$ cat src/rtl/sbc_pkg.sv
package sbc_pkg;
   typedef enum logic {
      POLICY_FILL = 1'b0,
      POLICY_RING = 1'b1
   } buf_policy_e;
endpackage

$ cat src/rtl/sbc_pacer.sv
module sbc_pacer #(
   parameter int TMR_W = 16
) (
   input  logic             clk,
   input  logic             rst_n,
   input  logic             active,
   input  logic [TMR_W-1:0] conv_clocks,
   output logic             fire
);
   logic [TMR_W-1:0] tmr;
   logic [TMR_W-1:0] limit;

   assign limit = (conv_clocks == '0) ? '0 : conv_clocks - 1'b1;
   assign fire  = active && (tmr >= limit);

   always_ff @(posedge clk or negedge rst_n) begin
      if (!rst_n)           tmr <= '0;
      else if (!active)     tmr <= '0;
      else if (fire)        tmr <= '0;
      else                  tmr <= tmr + 1'b1;
   end
endmodule

$ cat src/rtl/sbc_sequencer.sv
module sbc_sequencer #(
   parameter int CH_NUM = 8,
   localparam int CH_W = $clog2(CH_NUM)
) (
   input  logic              clk,
   input  logic              rst_n,
   input  logic              active,
   input  logic              fire,
   input  logic [CH_NUM-1:0] chan_mask,
   output logic [CH_W-1:0]   chan
);
   logic [CH_W-1:0]   last;
   logic [CH_NUM-1:0] above;

   // channels strictly above the last one converted
   for (genvar g = 0; g < CH_NUM; g++) begin : g_above
      assign above[g] = chan_mask[g] && (g > int'(last));
   end

   always_comb begin
      logic hit;
      hit  = 1'b0;
      chan = '0;
      for (int i = 0; i < CH_NUM; i++) begin
         if (!hit && above[i]) begin
            chan = CH_W'(i);
            hit  = 1'b1;
         end
      end
      for (int i = 0; i < CH_NUM; i++) begin
         if (!hit && chan_mask[i]) begin
            chan = CH_W'(i);
            hit  = 1'b1;
         end
      end
   end

   always_ff @(posedge clk or negedge rst_n) begin
      if (!rst_n)       last <= CH_W'(CH_NUM - 1);
      else if (!active) last <= CH_W'(CH_NUM - 1);
      else if (fire)    last <= chan;
   end
endmodule

$ cat src/rtl/sbc_fifo.sv
module sbc_fifo #(
   parameter int WORD_W = 16,
   parameter int DEPTH  = 16,
   localparam int PTR_W = $clog2(DEPTH),
   localparam int CNT_W = $clog2(DEPTH + 1)
) (
   input  logic              clk,
   input  logic              rst_n,
   input  logic              ring,
   input  logic              push,
   input  logic              pop_req,
   input  logic [WORD_W-1:0] din,
   output logic [WORD_W-1:0] dout,
   output logic [CNT_W-1:0]  count
);
   logic [WORD_W-1:0] mem [DEPTH];
   logic [PTR_W-1:0]  head, tail;
   logic              full, empty, pop, wr, drop, adv;

   assign full  = (count == CNT_W'(DEPTH));
   assign empty = (count == '0);
   assign pop   = pop_req && !empty;
   assign wr    = ring ? push : (push && !full);
   assign drop  = ring && push && full && !pop;
   assign adv   = pop || drop;
   assign dout  = empty ? '0 : mem[head];

   for (genvar g = 0; g < DEPTH; g++) begin : g_slot
      always_ff @(posedge clk or negedge rst_n) begin
         if (!rst_n)                          mem[g] <= '0;
         else if (wr && tail == PTR_W'(g))    mem[g] <= din;
      end
   end

   always_ff @(posedge clk or negedge rst_n) begin
      if (!rst_n) begin
         head  <= '0;
         tail  <= '0;
         count <= '0;
      end else begin
         if (adv) head <= head + 1'b1;
         if (wr)  tail <= tail + 1'b1;
         if (wr && !adv)      count <= count + 1'b1;
         else if (!wr && adv) count <= count - 1'b1;
      end
   end
endmodule

$ cat src/rtl/sbc_top.sv
module sbc_top #(
   parameter int CH_NUM   = 8,
   parameter int SAMPLE_W = 12,
   parameter int WORD_W   = 16,
   parameter int DEPTH    = 16,
   parameter int TMR_W    = 16,
   localparam int CH_W    = $clog2(CH_NUM),
   localparam int CNT_W   = $clog2(DEPTH + 1)
) (
   input  logic                clk,
   input  logic                rst_n,
   input  logic [CH_NUM-1:0]   chan_mask,
   input  logic [TMR_W-1:0]    conv_clocks,
   input  logic                run,
   input  logic                buf_mode,
   input  logic                trig_start,
   input  logic                trig_stop,
   input  logic                tag_chan,
   input  logic                tag_valid,
   output logic                conv_strobe,
   output logic [CH_W-1:0]     conv_chan,
   input  logic [SAMPLE_W-1:0] conv_data,
   input  logic                conv_ok,
   input  logic                rd_en,
   output logic [WORD_W-1:0]   rd_data,
   output logic [CNT_W-1:0]    fill_count
);
   import sbc_pkg::*;

   if (CH_NUM < 2) begin : g_bad_ch
      $error("sbc_top: CH_NUM must be at least 2");
   end
   if (DEPTH < 2 || (DEPTH & (DEPTH - 1)) != 0) begin : g_bad_depth
      $error("sbc_top: DEPTH must be a power of two >= 2");
   end
   if (WORD_W < SAMPLE_W + CH_W + 1) begin : g_bad_word
      $error("sbc_top: WORD_W too narrow for sample plus tags");
   end

   buf_policy_e       policy;
   logic              active, fire, armed, push;
   logic [WORD_W-1:0] word;

   assign policy      = buf_policy_e'(buf_mode);
   assign active      = run && (chan_mask != '0);
   assign conv_strobe = fire;

   sbc_pacer #(.TMR_W(TMR_W)) i_pacer (
      .clk(clk), .rst_n(rst_n), .active(active),
      .conv_clocks(conv_clocks), .fire(fire)
   );

   sbc_sequencer #(.CH_NUM(CH_NUM)) i_seq (
      .clk(clk), .rst_n(rst_n), .active(active), .fire(fire),
      .chan_mask(chan_mask), .chan(conv_chan)
   );

   always_ff @(posedge clk or negedge rst_n) begin
      if (!rst_n)          armed <= 1'b0;
      else if (trig_stop)  armed <= 1'b0;
      else if (trig_start) armed <= 1'b1;
   end

   always_comb begin
      word = '0;
      word[WORD_W-1 -: SAMPLE_W] = conv_data;
      if (tag_chan)  word[CH_W:1] = conv_chan;
      if (tag_valid) word[0]      = conv_ok;
   end

   assign push = fire && ((policy == POLICY_FILL) || armed);

   sbc_fifo #(.WORD_W(WORD_W), .DEPTH(DEPTH)) i_fifo (
      .clk(clk), .rst_n(rst_n), .ring(policy == POLICY_RING),
      .push(push), .pop_req(rd_en), .din(word),
      .dout(rd_data), .count(fill_count)
   );
endmodule

$ cat config.mk
export PLATFORM = sky130hd
export DESIGN_NAME = sbc_top
export DESIGN_NICKNAME = d
export VERILOG_FILES = /design/src/rtl/sbc_pkg.sv /design/src/rtl/sbc_pacer.sv /design/src/rtl/sbc_sequencer.sv /design/src/rtl/sbc_fifo.sv /design/src/rtl/sbc_top.sv
export SDC_FILE = /design/constraint.sdc
export NUM_CORES = 1
export LEC_CHECK = 0
export BUFFER_PORTS_ARGS = -buffer_cell sky130_fd_sc_hd__buf_2
export CAP_MARGIN = 20
export CORE_MARGIN = 2
export CORE_UTILIZATION = 50
export DETAILED_ROUTE_END_ITERATION = 6
export PLACE_DENSITY = 0.67
export SETUP_SLACK_MARGIN = 0.05
export SLEW_MARGIN = 20
export SYNTH_ARGS = -nofsm -noshare
export SYNTH_HDL_FRONTEND = slang
export SYNTH_SLANG_ARGS = --single-unit
$ cat constraint.sdc
create_clock -name clk -period 7.3 [get_ports clk]
set_input_delay 1.46 -clock clk [delete_from_list [all_inputs] [get_ports clk]]
set_output_delay 1.46 -clock clk [all_outputs]
set_load 0.05 [all_outputs]
After elaboration in Yosys (flattened, before gate mapping)

Index checks and enable logic that the tools add are counted.

Register bits after elaboration: 289
Output and inout bits: 25
Input port bits: 46
Logic and storage cells: 175

Multiplexer cells: 45
Add/subtract/negate cells: 6
Equality and inequality tests: 17
Reduce and logical (&&, ||, !) cells: 74
Bitwise operators: 2
Order comparisons: 9

Operators by type and width:

| kind                  | number |
|---|---|
| $mux 16               | 6 |
| $bmux 16 s4           | 1 |
| $mux 3                | 17 |
| $logic_and 1x1->1     | 47 |
| $eq 4x4->1 const B    | 8 |
| $logic_not 1->1       | 19 |
| $mux 1                | 19 |
| $add 16x1->16 const B | 1 |
| $eq 4x3->1 const B    | 4 |
| $ge 16x16->1          | 1 |
| $logic_not 16->1      | 1 |
| $sub 16x1->16 const B | 1 |
| $gt 3x3->1 const A    | 4 |
| $mux 5                | 2 |
| $add 4x1->4 const B   | 2 |
| $eq 4x2->1 const B    | 2 |
| $reduce_bool 8->1     | 1 |
| $gt 2x3->1 const A    | 2 |
| $add 5x1->5 const B   | 1 |
| $eq 5x5->1 const B    | 1 |
| $ge 5x5->1 const B    | 1 |
| $logic_not 5->1       | 1 |
| $not 4->5             | 1 |
| $sub 5x1->5 const B   | 1 |
| other kinds (7)       | 9 |

Logic depth before layout (Yosys ltp)

Gate-level depths: netlist of the first run.

Depth in word-level cells: 47
Mapped depth: 22
Depth with buffers taken out: 20

Cells and area by module

From an unflattened synthesis of the first run, not the netlist that was laid out.

Cell total of the unflattened synthesis: 1,061
Area, all modules: 14,656.6 um2

By module, submodules not included:

| module        | cells an instance | area an instance (um2) | times used | seq. area each (um2) |
|---|---|---|---|---|
| sbc_fifo      | 815               | 12,597.1               | 1          | 6,731.5 |
| sbc_pacer     | 169               | 1,455.1                | 1          | 400.4 |
| sbc_sequencer | 65                | 515.5                  | 1          | 78.8 |
| sbc_top       | 12                | 88.8                   | 1          | 25.0 |

Worst setup path after synthesis of the first run

No wires, ideal clock.

Kind: input port to output port
Start: input port conv_clocks[5]
End: output port conv_strobe
Path slack: 0.940 ns
Data required time: 5.840 ns
Cell stages on the path: 13
Arrival: 4.900 ns
Buffers on the path: 2
Path through: or4_1 or4_1 or3_1 nor3_1 a21oi_1 ha_1 o2111ai_1 a311oi_1 nor2_1 a21o_1 buf_6 buf_6 nor2_1

Word-level cells in the longest chain between the ends: 4
Elaborated cells on any way between the ends: 5
Classes of those cells: add/sub (1); order compare (1); mux (1); reduce/logical (2)

Ends and longest elaborated chain:

| what                                              | RTL line        | text |
|---|---|---|
| start, declared                                   | sbc_top.sv:13   | `input logic [TMR_W-1:0] conv_clocks,` |
| $sub 16x1->16 or $logic_not 16->1 (tied branches) | sbc_pacer.sv:13 | `assign limit = (conv_clocks == '0) ? '0 : conv_clocks - 1'b1;` |
| $mux 16 (*)                                       | sbc_pacer.sv:13 |  |
| $ge 16x16->1 (*)                                  | sbc_pacer.sv:14 | `assign fire = active && (tmr >= limit);` |
| $logic_and 1x1->1 (*)                             | sbc_pacer.sv:14 |  |
| end, declared                                     | sbc_top.sv:20   | `output logic conv_strobe,` |

Every way passes the cells marked *; elsewhere a longest branch is shown, timed or not.

Worst setup path after layout of the first run

Same ends and word-level chain as after synthesis.

==> results.toml, run 1 <==
[placed_design]
dpl-instance-area_um2 = 15640
gp_congestion = 0.8290
dp_cells = 1421
pre_cts_ws_ns = 0.7942
port_buffers = 70
dp_hpwl_mm = 20.33

[synthesis]
postSynthAreaPerCell_um2 = 14.99
async_flop_share = 1.000
synth-simple-area-share = 0.07459
synth-adder-area-share = 0.02478
yosysUniqueCellTypes = 56
ys_seq_area_frac = 0.4841
synth_area_um2 = 14950
netlist_top_cells_count = "286 x dfrtp_1, 158 x mux2_2, 100 x mux2_4, 80 x mux4_2, 47 x nor2_1"
synth_area_leader_cell = "dfrtp_1"
yosys-top-cells-area = "dfrtp_1 48%, mux4_2 12%, mux2_2 12%, mux2_4 10%, ha_1 2.3%"
syn_nets = 1072
synth.most_common_cell = "dfrtp_1"
synth_top_family_by_area = "multiplexers"
yosys_warnings = 0
synthFlopType = "dfrtp_1"
synthXorXnorAreaFrac = 0.01934
synth_compound_area_frac = 0.02419
postSynthRegisterBits = 289
synth_cells = 997
yosys.area.top_type_share = 0.4789
synth_edf_count = 0
synthMuxAreaShare = 0.3422

[die]
start_util = 0.5056
rows = 63
coreArea_um2 = 29560
die_width_um = 176.9
die_h_um = 176.9
die_area_um2 = 31290
io-pin-count = 71

[sta]
finalCritPeriodShare = 0.8574
hold_violations = 0
timing.final.crit_period_ns = 6.259
timing.setup.tns_ns = 0
fmax_mhz = 159.8
grt_setup_unrepaired = "no"
setup-violations-final = 0
slew_viol_final = 0
tightest_slew_ns = 0.9498
slew_headroom = 0.3639
skew_ns = 0.02329
fin_ws_ns = 1.041

[clock_tree]
clkTransAtPathRegs_ns = 0.06
postCtsSetupBuffers = 0
clk_path_buf_depth = 3
htreeDepth = 1
clock-sinks = 289
insertion_delay_ns = 0.56
cts_made_buffers = 30
cts_resized = 0
cts-root-buf = "clkbuf_16"
tritoncts = "yes"
cts_hold_buffers = 0

[drt]
routed_wl_mm = 32.90
final_antenna_net_count = 0
vias = 8480
wl_per_cell_um = 22.38
first_pass_iters = 4
drt_iter0_drc = 525
drc = 0
vias_per_cell = 5.769

[worst_setup_path]
cp_max_fo = 6
arrival_ns = 4.80
path_cells = "buf_2 > or4_1 > or4_1 > nor3_2 > nand2_1 > nor3_1 > mux2i_1 > ha_1 > nand2_1 > o21ai_0 > nor3_1 > a21o_2 > nor2_1 > buf_2"
cpPeakStageDelay_ns = 0.58
critPathBufInv = 2
crit_path_start_kind = "primary input"
cp_top_family = "simple AND/OR/NAND/NOR gates"
cp_slowest_cell = "or4_1"
cp.required_ns = 5.84
crit_type = "in -> out"
critPathCaptureType = "primary output"

[global_route]
grt_overflow = 0
grt_max_degree = 133
antenna_found_initial = 2
track_usage = 0.2215
grt_pass1_wl_mm = 52.95
grt_pass1_vias = 9009

[power]
pwr_density_cell_nw_per_um2 = 232.1
total_power_mw = 3.838
ir_drop_mv = 0.1717
p_leak_nw = 7.821

[finish]
drive_above_1_share = 0.4652
finish.instance_area_um2 = 16540
area_growth_pct = 10.65
final_cells = 1470
final_nets = 1138

[run]
cap_violations = 0

[status]
outcome = "finished, final reports clean"

[hold_path]
worstHoldPathType = "reg -> reg"
-- cells by family after synthesis --
family,after synthesis
multiplexers,341
flip-flops,289
AND/OR/NAND/NOR,175
buffers and inverters,76
AO/OA/AOI/OAI,54
XOR/XNOR,33
adder cells (fa/ha/maj),29
-- cell type report --
cell class / count / area, um^2
clock buffer: 43 / 849.6
tap: 390 / 488.0
inverter: 14 / 52.55
fill: 2392 / 13020
multi-input combinational: 632 / 7256
timing repair buffer: 96 / 605.6
clock inverter: 5 / 42.54
antenna: 1 / 2.502
sequential: 289 / 7241
-- stage by stage --
| stage | util | hold slack [ns] |
|---|---|---|
| floorplan | - | 0.4533 |
| global placement | 0.5291 | 0.4681 |
| detailed placement | 0.5291 | 0.4783 |
| CTS | 0.5593 | 0.4920 |
| global route | 0.5595 | 0.5122 |
| finish | 0.5595 | 0.4890 |
-- registers in the layout, indices dropped and copies added, names as in the netlist --
register      count
i_pacer.tmr      16
i_fifo.mem      256
armed             1
i_seq.last        3
i_fifo.head       4
i_fifo.count      5
i_fifo.tail       4
-- worst paths after layout --
kind | start | to | slack, ns | depth (start not counted)
max reg2reg | i_fifo.count[0] | i_fifo.count[4] | 3.39 | 12
min reg2reg | i_fifo.mem[246] | i_fifo.mem[246] | 0.49 | 1
max in group asynchronous | rst_n | i_fifo.mem[41] | 5.01 | 2
min | i_fifo.mem[246] | i_fifo.mem[246] | 0.49 | 1
max | conv_clocks[5] | conv_strobe | 1.04 | 14
min in group asynchronous | rst_n | i_fifo.mem[96] | 0.92 | 1
-- layout by cell type, fill, tap and decap left out, types with 5 or more instances in the layout --
cell type and count:
nor3_1 9, mux2_4 100, dfrtp_1 284, clkbuf_1 8, nand3_1 9, o21ai_0 9
xor2_1 16, a21oi_1 14, buf_4 22, clkbuf_8 5, nand2_1 38, nor2b_1 21
clkbuf_16 30, nor4_4 16, ha_1 28, xnor2_1 17, buf_2 69, inv_1 13
mux4_2 80, and3_1 8, nor2_1 47, mux2_2 158
-- power breakdown --
part | leakage, nW | switching (mW) | internal (mW) | total [mW]
Combinational | 3.39 | 0.388 | 0.280 | 0.668
Sequential | 4.00 | 0.124 | 1.64 | 1.76
Clock | 0.434 | 0.609 | 0.799 | 1.41
Total | 7.82 | 1.12 | 2.72 | 3.84
-- worst register-to-register path: cells and delay by family (launching register included) --
family / cells / cell delay, ns
AND/OR/NAND/NOR: 5 / 1.94
XOR/XNOR: 2 / 0.27
buffers and inverters: 1 / 0.10
adder cells (fa/ha/maj): 2 / 0.65
AO/OA/AOI/OAI: 2 / 0.37
flip-flops: 1 / 0.45
-- metal layers --
layer | vias to the layer above | global-route usage | wire (um)
li1 | 3812 | - | -
met1 | 4510 | 0.3269 | 15460
met2 | 126 | 0.3534 | 15830
met3 | 32 | 0.02663 | 1107
met4 | 0 | 0.05200 | 502
met5 | - | 0 | 0
No activity file was read; power rests on OpenSTA's default activity.
==> run 2: changes to the inputs <==
CORE_UTILIZATION = 25   (was 50)
PLACE_DENSITY = 0.39   (was 0.67)
==> run 2 against run 1 <==
  * Power rose by 9.8%
  * Non-clock buffer count up 2
  * Cell area rose by 4.5%
  * Wire length rose by 22%
  * Core utilization down 27 points
  * Die area up 97%
  * Critical path type unchanged
  * Critical endpoint unchanged
  * Largest cell class unchanged
==> results.toml, run 2 (synthesized netlist as in run 1, its figures left out) <==
[power]
pwr-share-clk = 0.414
power_frac_comb = 0.153
switching_power_mw = 1.262
internal_power_mw = 2.952
ir_drop_mv = 0.1490
seqPwrFrac = 0.433
pwr_density_cell_nw_per_um2 = 243.8
switching_share = 0.2995
p_leak_nw = 7.972

[worst_setup_path]
path_cells = "buf_2 > or4_1 > or4_1 > nor3_2 > nand2_1 > nor3_1 > mux2i_1 > ha_1 > nand2_1 > o21ai_0 > nor3_1 > a21o_2 > nor2_1 > buf_2"
cp_top_family = "simple AND/OR/NAND/NOR gates"
regToRegStartpoint = "i_pacer.tmr[11]"
crit_path_end = "conv_strobe"
r2r-end = "i_fifo.count[4]"
r2r_slack_ns = 3.68
crit_cells = 14
crit_type = "in -> out"
critPathCaptureType = "primary output"
cp_slowest_cell = "or4_1"
cp.required_ns = 5.84
crit_path_start_kind = "primary input"
rr_worst_depth = 15
critPathLaunch = "conv_clocks[5]"
critPathBufInv = 2
arrival_ns = 4.93
cp_max_fo = 6
cpPeakStageDelay_ns = 0.59

[sta]
hold_slack_ns = 0.4911
grt_setup_unrepaired = "no"
timing.setup.tns_ns = 0
finalCritPeriodShare = 0.8757
timing.final.crit_period_ns = 6.392
skew_ns = 0.01393
slew_viol_final = 0
fmax_mhz = 156.4
slew_headroom = 0.3442
hold_violations = 0
setup-violations-final = 0
tightest_slew_ns = 0.9832

[finish]
final_cells = 1867
final_nets = 1145
largest_reg_flops = 256
layout_common_cells = "284 x dfrtp_1, 158 x mux2_2, 100 x mux2_4"
regMostFlops = "i_fifo.mem"
drive_above_1_share = 0.4753
insertedDiodeCount = 0
final_common_cell = "dfrtp_1"
reg_top3 = "i_fifo.mem: 256 flops, i_pacer.tmr: 16 flops, i_fifo.count: 5 flops"
area_growth_pct = 15.63
post-route-util = 0.2928

[global_route]
grt_pass1_vias = 9351
grt_overflow = 0
antenna_found_initial = 5
track_usage = 0.1310
grt_pass1_wl_mm = 62.24
grt_max_degree = 146

[die]
rows = 89
die_width_um = 248.5
die_area_um2 = 61750
start_util = 0.2532
io-pin-count = 71
die_h_um = 248.5
coreArea_um2 = 59020

[drt]
vias_per_cell = 4.567
final_antenna_net_count = 0
routed_wl_mm = 40.03
drc = 0
first_pass_iters = 4
vias = 8527
wl_per_cell_um = 21.44
drt_iter0_drc = 402

[clock_tree]
clkTransAtPathRegs_ns = 0.06
cts-root-buf = "clkbuf_16"
postCtsSetupBuffers = 0
insertion_delay_ns = 0.53
clk_path_buf_depth = 3
cts_resized = 0
htreeDepth = 2
cts_hold_buffers = 0
tritoncts = "yes"
clock-sinks = 289
cts_made_buffers = 35

[run]
cap_violations = 0

[status]
outcome = "finished, final reports clean"

[placed_design]
port_buffers = 70
dp_hpwl_mm = 24.50
dp_cells = 1806
gp_congestion = 0.7798

[hold_path]
worstHoldPathType = "reg -> reg"
hold_depth = 1
[run 2: cell types whose count changed in the layout (fill, tap and decap cells not counted), sizes merged]
cell      before  now
clkbuf        43   52
clkinv         4    8
buf           96   98
clkinvlp       1    0
diode          1    0
inv           14   15
[run 2: stage by stage]
| stage | instance area, um^2 | worst slack [ns] | power (mW) |
|---|---|---|---|
| 5_1_grt | 17280 | 0.6210 | 4.410 |
| 2_1_floorplan | 14950 | 0.9400 | 2.251 |
| 3_5_place_dp | 16140 | 0.8335 | 2.527 |
| 4_1_cts | 17280 | 0.9206 | 4.306 |
| 3_3_place_gp | 16140 | 0.8279 | 2.528 |
| 6_report | 17280 | 0.9076 | 4.214 |
[run 2: power groups by stage]
stage                     logic [mW]  clock network (mW)  registers [mW]
final                          0.646                1.74            1.82
after global routing           0.695                1.87            1.85
after CTS                      0.662                1.81            1.84
after detailed placement       0.660                   0            1.87
after global placement         0.661                   0            1.87
after floorplan                0.510                   0            1.74
[run 2: layer usage]
metal / share of wire / global-route usage / wire, um / vias up
met5: 0 / 0 / 0 / -
met4: 0.017 / 0.02926 / 661 / 0
met3: 0.028 / 0.01947 / 1133 / 45
met2: 0.49 / 0.2225 / 19810 / 114
met1: 0.46 / 0.1762 / 18430 / 4529
li1: - / - / - / 3839
[run 2: area by class of cell]
class	count	area (um^2)
clock buffers	52	1082
multi-input cells	632	7256
well taps	773	967.2
flip-flops and latches	289	7243
fillers	5906	41740
repair buffers	98	620.6
inverters	14	52.55
clock inverters	9	60.06
[run 2: worst min-delay path by stage]
stage | start | end | slack (ns)
2_1_floorplan | i_fifo.mem[246] | i_fifo.mem[246] | 0.45
3_3_place_gp | i_fifo.mem[246] | i_fifo.mem[246] | 0.48
3_5_place_dp | i_fifo.mem[246] | i_fifo.mem[246] | 0.47
4_1_cts | i_fifo.mem[246] | i_fifo.mem[246] | 0.49
5_1_grt | i_fifo.mem[127] | i_fifo.mem[127] | 0.51
6_report | i_fifo.mem[246] | i_fifo.mem[246] | 0.49
